## config.mk

```make
export PLATFORM = sky130hd
export DESIGN_NAME = nand_recovery_seq
export DESIGN_NICKNAME = d
export VERILOG_FILES = /design/src/rtl/nand_recovery_seq.sv
export SDC_FILE = /design/constraint.sdc
export NUM_CORES = 1
export LEC_CHECK = 0
export BUFFER_PORTS_ARGS = -buffer_cell sky130_fd_sc_hd__buf_4
export CAP_MARGIN = 20
export CELL_PAD_IN_SITES_DETAIL_PLACEMENT = 0
export CELL_PAD_IN_SITES_GLOBAL_PLACEMENT = 1
export CORE_MARGIN = 2
export CORE_UTILIZATION = 43
export CTS_CLUSTER_SIZE = 40
export DETAILED_ROUTE_END_ITERATION = 8
export PLACE_DENSITY = 0.92
export SETUP_SLACK_MARGIN = 0.4
export SLEW_MARGIN = 20
export SYNTH_ARGS = -nofsm -noshare
export SYNTH_HDL_FRONTEND = slang
export SYNTH_SLANG_ARGS = --single-unit
```

## constraint.sdc

```tcl
create_clock -name clk -period 5.6 [get_ports clk]
set_input_delay 1.12 -clock clk [delete_from_list [all_inputs] [get_ports clk]]
set_output_delay 1.12 -clock clk [all_outputs]
set_load 0.02 [all_outputs]
```

## src/rtl/nand_recovery_seq.sv

```systemverilog
module nand_recovery_seq #(
  parameter int TO_W = 16
) (
  input  logic            clk,
  input  logic            rst_n,
  input  logic            start,
  input  logic [15:0]     blk_addr,
  input  logic [15:0]     page_addr,
  input  logic [15:0]     buf_sel,
  input  logic [15:0]     ecc_mode,
  input  logic            auto_irq,
  input  logic [TO_W-1:0] poll_limit,
  output logic            reg_req,
  output logic            reg_we,
  output logic [15:0]     reg_addr,
  output logic [15:0]     reg_wdata,
  input  logic [15:0]     reg_rdata,
  input  logic            reg_ack,
  output logic            busy,
  output logic            done,
  output logic            err_fatal,
  output logic            timed_out,
  output logic            recovered,
  output logic [63:0]     ecc_stat,
  output logic [15:0]     ctrl_stat
);

  typedef enum logic [3:0] {
    S_BLK, S_PAGE, S_CMD, S_POLL, S_BUF, S_CLR, S_BSA, S_CFG,
    S_E0, S_E1, S_E2, S_E3, S_STAT
  } step_t;

  localparam logic [15:0] CMD_LOAD = 16'h0000;
  localparam logic [15:0] CMD_RCVR = 16'h0005;
  localparam int          IRQ_BIT  = 15;
  localparam int          UNC_BIT  = 10;

  step_t            step;
  logic             pass;
  logic [15:0]      blk_q, page_q, buf_q, cfg_q;
  logic             auto_q;
  logic [TO_W-1:0]  lim_q, zcnt;
  logic             limit_hit;

  assign reg_req   = busy;
  assign limit_hit = ({1'b0, zcnt} + 1'b1) >= {1'b0, lim_q};

  always_comb begin
    reg_we    = 1'b1;
    reg_addr  = 16'h0000;
    reg_wdata = 16'h0000;
    case (step)
      S_BLK:   begin reg_addr = 16'hF100; reg_wdata = blk_q; end
      S_PAGE:  begin reg_addr = 16'hF107; reg_wdata = page_q; end
      S_CMD:   begin reg_addr = 16'hF220; reg_wdata = pass ? CMD_RCVR : CMD_LOAD; end
      S_POLL:  begin reg_addr = 16'hF241; reg_we = 1'b0; end
      S_BUF:   begin reg_addr = 16'hF101; reg_wdata = buf_q; end
      S_CLR:   begin reg_addr = 16'hF241; end
      S_BSA:   begin reg_addr = 16'hF200; reg_wdata = 16'h0800; end
      S_CFG:   begin reg_addr = 16'hF221; reg_wdata = cfg_q; end
      S_E0, S_E1, S_E2, S_E3:
               begin reg_addr = {14'h3FC0, step[1:0]}; reg_we = 1'b0; end
      S_STAT:  begin reg_addr = 16'hF240; reg_we = 1'b0; end
      default: ;
    endcase
  end

  always_ff @(posedge clk or negedge rst_n) begin
    if (!rst_n) begin
      busy      <= 1'b0;
      step      <= S_BLK;
      pass      <= 1'b0;
      blk_q     <= '0;
      page_q    <= '0;
      buf_q     <= '0;
      cfg_q     <= '0;
      auto_q    <= 1'b0;
      lim_q     <= '0;
      zcnt      <= '0;
      done      <= 1'b0;
      err_fatal <= 1'b0;
      timed_out <= 1'b0;
      recovered <= 1'b0;
      ecc_stat  <= '0;
      ctrl_stat <= '0;
    end else if (!busy) begin
      if (start) begin
        busy      <= 1'b1;
        step      <= S_BLK;
        pass      <= 1'b0;
        blk_q     <= blk_addr;
        page_q    <= page_addr;
        buf_q     <= buf_sel;
        cfg_q     <= ecc_mode;
        auto_q    <= auto_irq;
        lim_q     <= poll_limit;
        zcnt      <= '0;
        done      <= 1'b0;
        err_fatal <= 1'b0;
        timed_out <= 1'b0;
        recovered <= 1'b0;
        ecc_stat  <= '0;
        ctrl_stat <= '0;
      end
    end else if (reg_ack) begin
      case (step)
        S_POLL: begin
          if (reg_rdata[IRQ_BIT]) begin
            step <= S_BUF;
            zcnt <= '0;
          end else if (limit_hit) begin
            busy      <= 1'b0;
            done      <= 1'b1;
            timed_out <= 1'b1;
          end else begin
            zcnt <= zcnt + 1'b1;
          end
        end
        S_BUF: step <= auto_q ? S_BSA : S_CLR;
        S_E0, S_E1, S_E2, S_E3: begin
          ecc_stat[16*step[1:0] +: 16] <= reg_rdata;
          step <= step_t'(step + 4'd1);
        end
        S_STAT: begin
          ctrl_stat <= reg_rdata;
          if (reg_rdata[UNC_BIT] && !pass) begin
            pass      <= 1'b1;
            recovered <= 1'b1;
            step      <= S_BLK;
          end else begin
            busy      <= 1'b0;
            done      <= 1'b1;
            err_fatal <= reg_rdata[UNC_BIT];
          end
        end
        default: step <= step_t'(step + 4'd1);
      endcase
    end
  end

endmodule

```

==> summary.md <==
| Metric | Value |
|---|---|
| Status | complete, no violations |
| CP arrival | approximately 2900 ps |
| Combinational group share of total power | between 30% and 40% |
| Hold EP | blk_q[12] |
| FFs w/ async S/R, synth | 100% |
| Met1 Usage GRT | a little under a third |
| Placeable Area | roughly 20000 um2 |
| CTS sink count | ~190 |
| Die ar. | 21700 um2 |
| GRT busiest layer | met2 |
| CTS Hold Buffers Added | 0 |
| Pleak | ~5.6 nW |
| Post-CTS Setup Bufs | 0 |
| Sequential share of power | 38.3% |
| Initial Utilization | between 40% and 50% |
| Hold Crit Depth | 2 |
| Die W | 147 um |
| Initial antenna violation count | 0 |
| HPWL Detailed | about 17000 um |
| Number of port buffers | approximately 220 |
| DRT antenna net count | 0 |
| Largest net degree at the start of global routing | between 100 and 150 |
| Power Dens Cells | around 490 nW/um2 |
| DR iter-0 viols | about 490 |
| Grt total ovfl | 0 |
| Synth Flop Type | dfrtp_1 |
| Fraction of layout cells with a size suffix above 1 | about 23% |
| Fmax | 0.246 GHz |
| Root Driver | clkbuf_16 |
| CTS Buf Count | 17 |
| Max VDD drop | between 0.3 and 0.4 mV |
| # resized after CTS | 0 |
| Vias in the first global route | 7494 |
| Top Ports | between 200 and 250 |
| Area Growth Syn to Fin | 27.2% |
| Final Util | a little under three fifths |
| Die Y | 147 um |
| Critical path required time | ~4500 ps |
| Distinct cells, synth | 57 |
| Drt pass-1 iters | 5 |
| Final #Nets | around 1.3k |
| CP endpoint kind | primary output |
| Met3 GRT Util | just over 4% |
| Final hold vios | 0 |
| CTS max path bufs | 2 |
| Synth Register Bits | ~190 |
| Min cycle time layout | 4060 ps |
| Final Slew Violations | 0 |
| Rows | 52 |
| CTS tree | yes |
| Worst Max-Slew Pin Slew | between 1000 and 1500 ps |
| Worst setup SP type | flip-flop |
| Skew final | ~11 ps |
| First-pass GRT wire length | 39700 um |
| Reg2Reg Launch Point | zcnt[6] |
| Cell-internal power | 3.29 mW |
| Post-synth EDFFs | 0 |
| Psw | around 2.2 mW |
| Final wirelength | 24100 um |
| Register area share after synthesis | between 50% and 60% |
| Vias | 7602 |
| GRT Total Usage | a little under a quarter |
| H-tree lvl count | 4 |
| # Max-Cap Violations | 0 |
| FF-to-FF End | zcnt[0] |
| Crit Path Class | reg2out |
| Synthesis Warnings | 0 |
| Slew HR | between 20% and 30% |
| Antenna cell count | 0 |
| CP Max Fanout | 17 |
| Switching share of power | ~40% |
| Setup crit start | step[0] |
| Vias per cell | slightly above 5 |
| Fin crit share | 72.5% |
| Setup TNS Final | 0 ps |
| Final setup viols | 0 |
| Routed length per instance | about 16 um |
| RD Place Congestion | between 0.8 and 0.9 |
| DRC | 0 |
| Worst R2R Path Depth | 11 |
| Clock transition at the registers of the reported paths | roughly 70 ps |
| Clk Latency, worst-skew pair | around 430 ps |
| Post-Syn Area | roughly 9000 um2 |
| Hold crit path type | reg2reg |
| Met2 GRT Util | between 30 and 40% |
| Hold Path Origin | blk_q[12] |
| Synth Instances | approximately 1.0k |
| Clock Power Share | 22.6% |
| R2R setup slack | a little over 2000 ps |
| RSZ-0062 raised after global routing | false |
| Syn avg cell area | 8.53 um2 |
sequential cells by signal, indices dropped and copies added (netlist names):
register,cells
timed_out,1
buf_q,16
page_q,16
cfg_q,16
busy,1
lim_q,16
zcnt,16
step,4
blk_q,16
done,1
pass,1
ctrl_stat,16
auto_q,1
ecc_stat,64
err_fatal,1
power by group through the flow:
| stage | Sequential, mW | Clock (mW) | Combinational, mW |
|---|---|---|---|
| after global routing | 2.16 | 1.32 | 2.38 |
| after CTS | 2.09 | 1.26 | 2.14 |
| final | 2.09 | 1.24 | 2.14 |
| after detailed placement | 2.12 | 0 | 2.14 |
| after floorplan | 2.23 | 0 | 1.17 |
| after global placement | 2.10 | 0 | 2.09 |
cell usage after synthesis (3+ instances only):
library cell / instances / area [um2]
nand2_1: 433 / 1630
dfrtp_1: 186 / 4650
o21ai_0: 105 / 526
clkbuf_1: 59 / 221
a22oi_1: 28 / 210
inv_1: 25 / 93.8
ha_1: 22 / 275
nand3_1: 21 / 105
nor2_1: 19 / 71.3
a21oi_1: 12 / 60.1
mux2i_1: 11 / 110
and3_1: 9 / 56.3
buf_4: 8 / 60.1
xnor2_1: 8 / 70.1
and2_1: 7 / 43.8
a31oi_1: 6 / 37.5
o21ai_1: 6 / 30.0
nor2b_1: 5 / 31.3
xor2_1: 5 / 43.8
a21o_1: 4 / 30.0
buf_1: 4 / 15.0
o31ai_1: 4 / 30.0
and4_1: 3 / 26.3
nor3_1: 3 / 15.0
o211ai_1: 3 / 22.5
metrics by stage:
stage	total power, mW	setup slack [ps]	area (um2)	instances	hold WS (ps)
floorplan	3.40	2120	8850	1039	445
global placement	4.19	1880	10600	1458	458
detailed placement	4.25	2040	10600	1458	464
CTS	5.50	1560	11200	1490	483
global route	5.86	1340	11200	1491	495
finish	5.47	1540	11200	1491	479
cell type report:
type / instances / area [um2]
clock inverters: 13 / 160
well taps: 270 / 338
fillers: 1869 / 8990
inverters: 25 / 93.8
multi-input cells: 754 / 3850
clock buffers: 19 / 443
flip-flops and latches: 186 / 4650
repair buffers: 224 / 1710
per-layer routing:
layer,routed length [um],up-vias
li1,-,3741
met1,10800,3569
met4,508,0
met5,0,-
met2,11400,255
met3,1400,37
placed cells by master (no fill, tap or decap), types with 5 or more instances in the layout:
master | Yosys | final
inv_1 | 25 | 25
o21ai_1 | 6 | 6
o21ai_0 | 105 | 101
nand3_1 | 21 | 21
mux2i_1 | 11 | 11
xnor2_1 | 8 | 8
xor2_1 | 5 | 5
dfrtp_1 | 186 | 186
a31oi_1 | 6 | 5
buf_4 | 8 | 222
nand2_1 | 433 | 432
and3_1 | 9 | 9
inv_6 | 0 | 5
ha_1 | 22 | 22
a21oi_1 | 12 | 12
clkbuf_16 | 0 | 17
and2_1 | 7 | 7
a22oi_1 | 28 | 28
nor2_1 | 19 | 18
cells by family (layout without fill, tap and decap cells):
| kind of cell | Yosys count | after routing | synth area share (%) |
|---|---|---|---|
| adder cells (fa/ha/maj) | 22 | 22 | 3.11 |
| XOR/XNOR | 13 | 13 | 1.29 |
| other | 1 | 3 | 0.0424 |
| multiplexers | 11 | 11 | 1.25 |
| AO/OA/AOI/OAI | 186 | 186 | 12.8 |
| buffers and inverters | 99 | 281 | 4.66 |
| flip-flops | 186 | 186 | 52.6 |
| AND/OR/NAND/NOR | 519 | 519 | 24.2 |
worst max path at each step:
stage / endpoint
floorplan: reg_addr[13]
global placement: zcnt[15]
detailed placement: reg_wdata[2]
CTS: reg_wdata[2]
global route: reg_wdata[2]
finish: reg_wdata[2]
worst max-delay path, cell delays in order, from the launching register on:
cell and delay (ps):
dfrtp_1 510, inv_1 180, ha_1 580, and2_1 690, a222oi_1 240, nand3_1 150, buf_4 160
Power figures use the tool's default switching activity.
